### config.mk
export PLATFORM = sky130hd
export DESIGN_NAME = dma_hs_burst_ctrl
export DESIGN_NICKNAME = d
export VERILOG_FILES = /design/src/rtl/dma_hs_pkg.sv /design/src/rtl/hs_req_sync.sv /design/src/rtl/hs_wm_reqgen.sv /design/src/rtl/hs_burst_engine.sv /design/src/rtl/dma_hs_burst_ctrl.sv
export SDC_FILE = /design/constraint.sdc
export NUM_CORES = 1
export LEC_CHECK = 0
export BUFFER_PORTS_ARGS = -buffer_cell sky130_fd_sc_hd__buf_2
export CAP_MARGIN = 20
export CORE_MARGIN = 2
export CORE_UTILIZATION = 54
export CTS_BUF_LIST = sky130_fd_sc_hd__clkbuf_8
export CTS_CLUSTER_DIAMETER = 30
export DETAILED_ROUTE_END_ITERATION = 16
export GPL_ROUTABILITY_DRIVEN = 0
export PLACE_DENSITY = 0.83
export SLEW_MARGIN = 20
export SYNTH_ARGS = -nofsm -noshare
export SYNTH_HDL_FRONTEND = slang
export SYNTH_HIERARCHICAL = 1
export SYNTH_SLANG_ARGS = --single-unit
### constraint.sdc
create_clock -name clk -period 2.7 [get_ports clk]
set_input_delay 0.54 -clock clk [delete_from_list [all_inputs] [get_ports clk]]
set_output_delay 0.54 -clock clk [all_outputs]
set_load 0.05 [all_outputs]
### src/rtl/dma_hs_pkg.sv
package dma_hs_pkg;

   typedef enum logic {
      HS_IDLE  = 1'b0,
      HS_BURST = 1'b1
   } hs_state_t;

   typedef enum logic {
      SIDE_SRC = 1'b0,
      SIDE_DST = 1'b1
   } hs_side_t;

endpackage

### src/rtl/hs_req_sync.sv
module hs_req_sync #(
   parameter int STAGES = 2
) (
   input  logic clk,
   input  logic rst_n,
   input  logic req_n_async,
   output logic req_fall
);

   initial begin
      if (STAGES < 2) $error("hs_req_sync: STAGES must be at least 2");
   end

   logic [STAGES-1:0] sync_q;
   logic              prev_q;

   always_ff @(posedge clk or negedge rst_n) begin
      if (!rst_n) sync_q[0] <= 1'b1;
      else        sync_q[0] <= req_n_async;
   end

   for (genvar g = 1; g < STAGES; g++) begin : g_stage
      always_ff @(posedge clk or negedge rst_n) begin
         if (!rst_n) sync_q[g] <= 1'b1;
         else        sync_q[g] <= sync_q[g-1];
      end
   end

   always_ff @(posedge clk or negedge rst_n) begin
      if (!rst_n) prev_q <= 1'b1;
      else        prev_q <= sync_q[STAGES-1];
   end

   assign req_fall = prev_q & ~sync_q[STAGES-1];

   // an edge lasts a single cycle, so a held level cannot repeat it
   a_r1_single_edge: assert property (@(posedge clk) disable iff (!rst_n)
      req_fall |=> !req_fall);

endmodule

### src/rtl/hs_wm_reqgen.sv
module hs_wm_reqgen #(
   parameter int LVL_W   = 6,
   parameter bit REG_OUT = 1'b1
) (
   input  logic             clk,
   input  logic             rst_n,
   input  logic             is_dst,
   input  logic [LVL_W-1:0] level,
   input  logic [LVL_W-1:0] wm,
   output logic             req_n
);

   initial begin
      if (LVL_W < 1) $error("hs_wm_reqgen: LVL_W must be positive");
   end

   logic want;

   always_comb begin
      if (is_dst == dma_hs_pkg::SIDE_DST) want = (level < wm);
      else                                want = (level > wm);
   end

   if (REG_OUT) begin : g_reg
      logic req_n_q;
      always_ff @(posedge clk or negedge rst_n) begin
         if (!rst_n) req_n_q <= 1'b1;
         else        req_n_q <= ~want;
      end
      assign req_n = req_n_q;

      // a source FIFO at or below the watermark never requests
      a_r10_src_quiet: assert property (@(posedge clk) disable iff (!rst_n)
         ($past(is_dst) == 1'b0 && $past(level) <= $past(wm)) |-> req_n);
      // a destination FIFO at or above the watermark never requests
      a_r11_dst_quiet: assert property (@(posedge clk) disable iff (!rst_n)
         ($past(is_dst) == 1'b1 && $past(level) >= $past(wm)) |-> req_n);
   end else begin : g_comb
      assign req_n = ~want;
   end

endmodule

### src/rtl/hs_burst_engine.sv
module hs_burst_engine
   import dma_hs_pkg::*;
#(
   parameter int CNT_W = 12,
   parameter int LEN_W = 4
) (
   input  logic             clk,
   input  logic             rst_n,
   input  logic             chan_en,
   input  logic             req_fall,
   input  logic [LEN_W-1:0] burst_len,
   input  logic [CNT_W-1:0] block_len,
   output logic             xfer_req,
   output logic             xfer_last,
   input  logic             xfer_ack,
   output logic             dma_ack,
   output logic [CNT_W-1:0] rem_count,
   output logic             blk_done
);

   initial begin
      if (LEN_W < 1)     $error("hs_burst_engine: LEN_W must be positive");
      if (CNT_W < LEN_W) $error("hs_burst_engine: CNT_W must be at least LEN_W");
   end

   localparam int PAD_W = CNT_W - LEN_W;

   hs_state_t        state_q;
   logic [LEN_W-1:0] beat_q;
   logic [LEN_W-1:0] size_q;
   logic [CNT_W-1:0] rem_q;
   logic             done_q;
   logic             ack_q;

   logic [LEN_W-1:0] eff_len;
   logic [CNT_W-1:0] eff_wide;
   logic [CNT_W-1:0] next_size;
   logic             at_last;
   logic             start;

   assign eff_len   = (burst_len == '0) ? LEN_W'(1) : burst_len;
   assign eff_wide  = {{PAD_W{1'b0}}, eff_len};
   assign next_size = (rem_q < eff_wide) ? rem_q : eff_wide;
   assign at_last   = (beat_q == size_q - LEN_W'(1));
   assign start     = chan_en && !done_q && (rem_q != '0) && req_fall;

   always_ff @(posedge clk or negedge rst_n) begin
      if (!rst_n) begin
         state_q <= HS_IDLE;
         beat_q  <= '0;
         size_q  <= '0;
         rem_q   <= '0;
         done_q  <= 1'b0;
         ack_q   <= 1'b0;
      end else begin
         ack_q <= 1'b0;
         if (!chan_en) begin
            state_q <= HS_IDLE;
            rem_q   <= block_len;
            done_q  <= 1'b0;
            beat_q  <= '0;
         end else begin
            unique case (state_q)
               HS_IDLE: begin
                  if (rem_q == '0) begin
                     done_q <= 1'b1;
                  end else if (start) begin
                     size_q  <= next_size[LEN_W-1:0];
                     beat_q  <= '0;
                     state_q <= HS_BURST;
                  end
               end
               HS_BURST: begin
                  if (xfer_ack) begin
                     if (at_last) begin
                        rem_q   <= rem_q - {{PAD_W{1'b0}}, size_q};
                        ack_q   <= 1'b1;
                        state_q <= HS_IDLE;
                     end else begin
                        beat_q <= beat_q + LEN_W'(1);
                     end
                  end
               end
               default: state_q <= HS_IDLE;
            endcase
         end
      end
   end

   assign xfer_req  = (state_q == HS_BURST);
   assign xfer_last = xfer_req && at_last;
   assign dma_ack   = ack_q;
   assign rem_count = rem_q;
   assign blk_done  = done_q;

   // the burst acknowledge never stretches past one cycle
   a_r5_ack_pulse: assert property (@(posedge clk) disable iff (!rst_n)
      dma_ack |=> !dma_ack);
   // the last-item marker only appears during a transfer
   a_r6_last_in_burst: assert property (@(posedge clk) disable iff (!rst_n)
      xfer_last |-> xfer_req);
   // a finished block never requests more items
   a_r7_done_quiet: assert property (@(posedge clk) disable iff (!rst_n)
      blk_done |-> !xfer_req);
   // the remaining count only falls while the channel stays enabled
   a_r4_rem_monotonic: assert property (@(posedge clk) disable iff (!rst_n)
      ($past(chan_en) && chan_en) |-> rem_count <= $past(rem_count));
   // disabling the channel ends any transfer at the next edge
   a_r9_disable_stops: assert property (@(posedge clk) disable iff (!rst_n)
      !chan_en |=> !xfer_req);
   // a burst in progress is not restarted from its first item
   a_r8_no_restart: assert property (@(posedge clk) disable iff (!rst_n)
      (xfer_req && !xfer_ack && chan_en) |=> (xfer_req && $stable(xfer_last)));

endmodule

### src/rtl/dma_hs_burst_ctrl.sv
module dma_hs_burst_ctrl
   import dma_hs_pkg::*;
#(
   parameter int CNT_W       = 12,
   parameter int LEN_W       = 4,
   parameter int LVL_W       = 6,
   parameter int SYNC_STAGES = 2,
   parameter bit WM_REG_OUT  = 1'b1
) (
   input  logic             clk,
   input  logic             rst_n,
   input  logic             chan_en,
   input  logic             cfg_is_dst,
   input  logic [LEN_W-1:0] cfg_src_len,
   input  logic [LEN_W-1:0] cfg_dst_len,
   input  logic [CNT_W-1:0] cfg_block_len,
   input  logic             hs_req_n,
   output logic             dma_ack,
   output logic             xfer_req,
   output logic             xfer_last,
   input  logic             xfer_ack,
   output logic [CNT_W-1:0] rem_count,
   output logic             blk_done,
   input  logic [LVL_W-1:0] per_fifo_level,
   input  logic [LVL_W-1:0] per_fifo_wm,
   output logic             per_req_n
);

   logic             req_fall;
   logic [LEN_W-1:0] burst_len;

   assign burst_len = (cfg_is_dst == SIDE_DST) ? cfg_dst_len : cfg_src_len;

   hs_req_sync #(
      .STAGES (SYNC_STAGES)
   ) u_sync (
      .clk         (clk),
      .rst_n       (rst_n),
      .req_n_async (hs_req_n),
      .req_fall    (req_fall)
   );

   hs_burst_engine #(
      .CNT_W (CNT_W),
      .LEN_W (LEN_W)
   ) u_engine (
      .clk       (clk),
      .rst_n     (rst_n),
      .chan_en   (chan_en),
      .req_fall  (req_fall),
      .burst_len (burst_len),
      .block_len (cfg_block_len),
      .xfer_req  (xfer_req),
      .xfer_last (xfer_last),
      .xfer_ack  (xfer_ack),
      .dma_ack   (dma_ack),
      .rem_count (rem_count),
      .blk_done  (blk_done)
   );

   hs_wm_reqgen #(
      .LVL_W   (LVL_W),
      .REG_OUT (WM_REG_OUT)
   ) u_reqgen (
      .clk    (clk),
      .rst_n  (rst_n),
      .is_dst (cfg_is_dst),
      .level  (per_fifo_level),
      .wm     (per_fifo_wm),
      .req_n  (per_req_n)
   );

endmodule

==> results.json <==
{
  "root_buffer": "clkbuf_8",
  "routedWlPerCell_um": 14.1,
  "setup_viol": 0,
  "mappedNetlistArea_mm2": 0.00191,
  "clock_latency_ns": 0.27,
  "synthArstFlopShare": 1.00,
  "clock-sinks": 27,
  "routed_wl_mm": 4.32,
  "power_frac_comb": 0.394,
  "dr.pass1.iters": 4,
  "synth_edf_count": 0,
  "ios": 55,
  "port_buffers": 54,
  "drive_gt1_frac": 0.326,
  "min_period_ns": 2.52,
  "dp_hpwl_mm": 3.35,
  "synth_warnings": 6,
  "tns_ns": 0,
  "finalCritPeriodShare": 0.933,
  "drtAntennaViolNets": 0,
  "worst_hold_slack_ns": 0.259,
  "core_area_mm2": 0.00336,
  "rsz0062_at_grt": "false",
  "slowest_delay_ns": 0.41,
  "skew_ns": 0.00368,
  "worst-path-buf-inv": 2,
  "finalInstanceArea_mm2": 0.00231,
  "grt_max_degree": 32,
  "arrival_ns": 1.98,
  "crit_path_top_delay_cell": "dfrtp_1",
  "synthCells": 203,
  "syn-num-nets": 257,
  "cp-end-kind": "output port",
  "dpl_cell_area_mm2": 0.00224,
  "power.density_mw_per_mm2": 516,
  "cpLargestDelayFamily": "simple AND/OR/NAND/NOR gates",
  "initial_core_util": 0.567,
  "n_antenna_cell": 0,
  "die-area_mm2": 0.00402,
  "first_iter_violations": 110,
  "worst-path-max-fanout": 4,
  "cts_tree": "built",
  "start_kind": "flip-flop",
  "clk_pin_slew_ns": 0.09,
  "vias_per_cell": 5.68,
  "ir_worst_vdd_v": 0.000413,
  "remaining_drc_errors": 0,
  "fin_nets": 316,
  "switchingPower_w": 0.000462,
  "slew_headroom": 0.552,
  "area_growth_pct": 21.3,
  "avgSynthCellArea_um2": 9.39,
  "p_leak_nw": 1.05,
  "globalRouteOverflowTotal": 0,
  "dp_cells": 302,
  "swShare": 0.388,
  "grt_pass1_vias": 1655,
  "fmax_mhz": 397,
  "vias": 1743,
  "antenna_found_initial": 0,
  "tightest_slew_ns": 0.667,
  "yosysSeqAreaShare": 0.357,
  "synth_ff_type": "dfrtp_1",
  "multi_input_area_mm2": 0.00115,
  "p_int_w": 0.000730,
  "finish.utilization": 0.688,
  "grt_pass1_wl_mm": 7.46,
  "p_clk_frac": 0.191,
  "rows": 21,
  "status": "finished clean",
  "seq_area_um2": 681,
  "criticalPathCategory": "flip-flop to output port",
  "hold_path.class": "input port to asynchronous set/reset pin",
  "synth.distinct_cells": 45,
  "path_cells": "inv_1 -> ha_1 -> xnor3_1 -> nand3_4 -> or2_2 -> nor2_2 -> buf_6",
  "p_seq_frac": 0.415,
  "fill_cells": 292,
  "dieWidth_um": 63.4,
  "cts_buffer_depth": 2,
  "drv_cap": 0,
  "required_ns": 2.16,
  "synth-seq-cells": 27,
  "h-tree-depth": 1,
  "numCtsBuffers": 3,
  "drv_slew": 0,
  "final_cells": 307,
  "regToRegSetupSlack_ns": 0.40,
  "hold_violations": 0,
  "dieHeight_um": 63.4,
  "grt_usage": 0.232
}
## sequential cells by signal, indices dropped and copies added, names as in the netlist
register and cells:
u_engine/beat_q 4, u_engine/blk_done 1, u_sync/sync_q 2, u_reqgen/req_n 1, u_sync/prev_q 1, u_engine/xfer_req 1, u_engine/size_q 4, u_engine/dma_ack 1
u_engine/rem_count 12
## cells in the final DEF, fill, tap and decap left out, types with 5 or more instances in the layout
cell type,n
nor3_1,6
o21ai_0,7
dfrtp_1,23
or3_1,5
buf_2,53
nor2_1,17
xnor2_1,6
a21oi_1,19
mux2_2,5
ha_1,15
nor4_1,7
inv_1,19
nand3_1,6
mux2i_1,7
nand2_1,9
## power by group through the flow
stage          Sequential, W  Clock, W  Combinational, W
2_1_floorplan       0.000565         0          0.000262
3_3_place_gp        0.000499         0          0.000442
3_5_place_dp        0.000501         0          0.000455
4_1_cts             0.000494  0.000235          0.000464
5_1_grt             0.000502  0.000249          0.000517
6_report            0.000494  0.000228          0.000470
## layer usage
layer | up-vias | global-route usage | routed length, um
li1 | 853 | - | -
met1 | 814 | 0.320 | 1940
met2 | 67 | 0.370 | 2080
met3 | 9 | 0.0393 | 220
met4 | 0 | 0.0761 | 80
met5 | - | 0 | 0
## stage by stage
stage | setup slack (ns) | power, W
finish | 0.181 | 0.00119
floorplan | 0.0707 | 0.000826
detailed placement | 0.246 | 0.000956
CTS | 0.0362 | 0.00119
global route | 0.0842 | 0.00127
global placement | 0.275 | 0.000941
## layout make-up
class                           count  area share
Timing Repair Buffer               58       0.133
Sequential cell                    27       0.294
Clock buffer                        3      0.0179
Inverter                           20      0.0325
Multi-Input combinational cell    152       0.496
Tap cell                           46      0.0249
Clock inverter                      1     0.00216
## cells by family (layout without fill, tap and decap cells)
group / Yosys count / in the layout / synth area share
multiplexers: 12 / 12 / 0.0663
XOR/XNOR: 11 / 11 / 0.0617
AO/OA/AOI/OAI: 40 / 40 / 0.128
buffers and inverters: 24 / 82 / 0.0472
AND/OR/NAND/NOR: 73 / 73 / 0.231
flip-flops: 27 / 27 / 0.357
adder cells (fa/ha/maj): 16 / 16 / 0.109
## worst register-to-register path, stage by stage (launching register included)
cell,delay [ns]
dfrtp_1,0.48
ha_1,0.32
nor2b_1,0.15
o31a_1,0.31
or4_1,0.43
or3_1,0.35
a31oi_1,0.18
## synth_stat cells, drive strengths merged (2+ instances only)
cell,number,area [um^2]
dfrtp,23,576
inv,20,75.1
a21oi,19,95.1
nor2,18,67.6
ha,15,188
nand2,9,33.8
nor4,9,77.6
mux2i,7,70.1
nand3,7,47.6
nor3,7,40.0
o21ai,7,35.0
or3,7,46.3
xnor2,7,68.8
mux2,5,56.3
clkbuf,4,15.0
dfstp,4,105
nand4,4,31.3
o21a,4,30.0
nor2b,3,26.3
or4,3,22.5
xor2,3,26.3
and2,2,12.5
o221ai,2,23.8
o31ai,2,15.0
## final timing paths
kind,to,from,cells past startpoint
min in group clk,u_sync/sync_q[0],hs_req_n,1
setup / recovery,xfer_last,u_engine/size_q[0],7
setup reg to reg,u_engine/rem_count[5],u_engine/rem_count[1],6
hold reg to reg,u_sync/sync_q[1],u_sync/sync_q[0],0
hold / removal,u_engine/dma_ack,rst_n,1
max in group asynchronous,u_engine/rem_count[0],rst_n,1
## repair_timing
action                                  4_1_cts  5_1_grt
endpoints found under the setup margin        1        1
pin swaps                                     0        2
buffers inserted                              0        1
hold buffers                                  0        0
gates resized for setup                       2        3
Power figures use the tool's default switching activity.
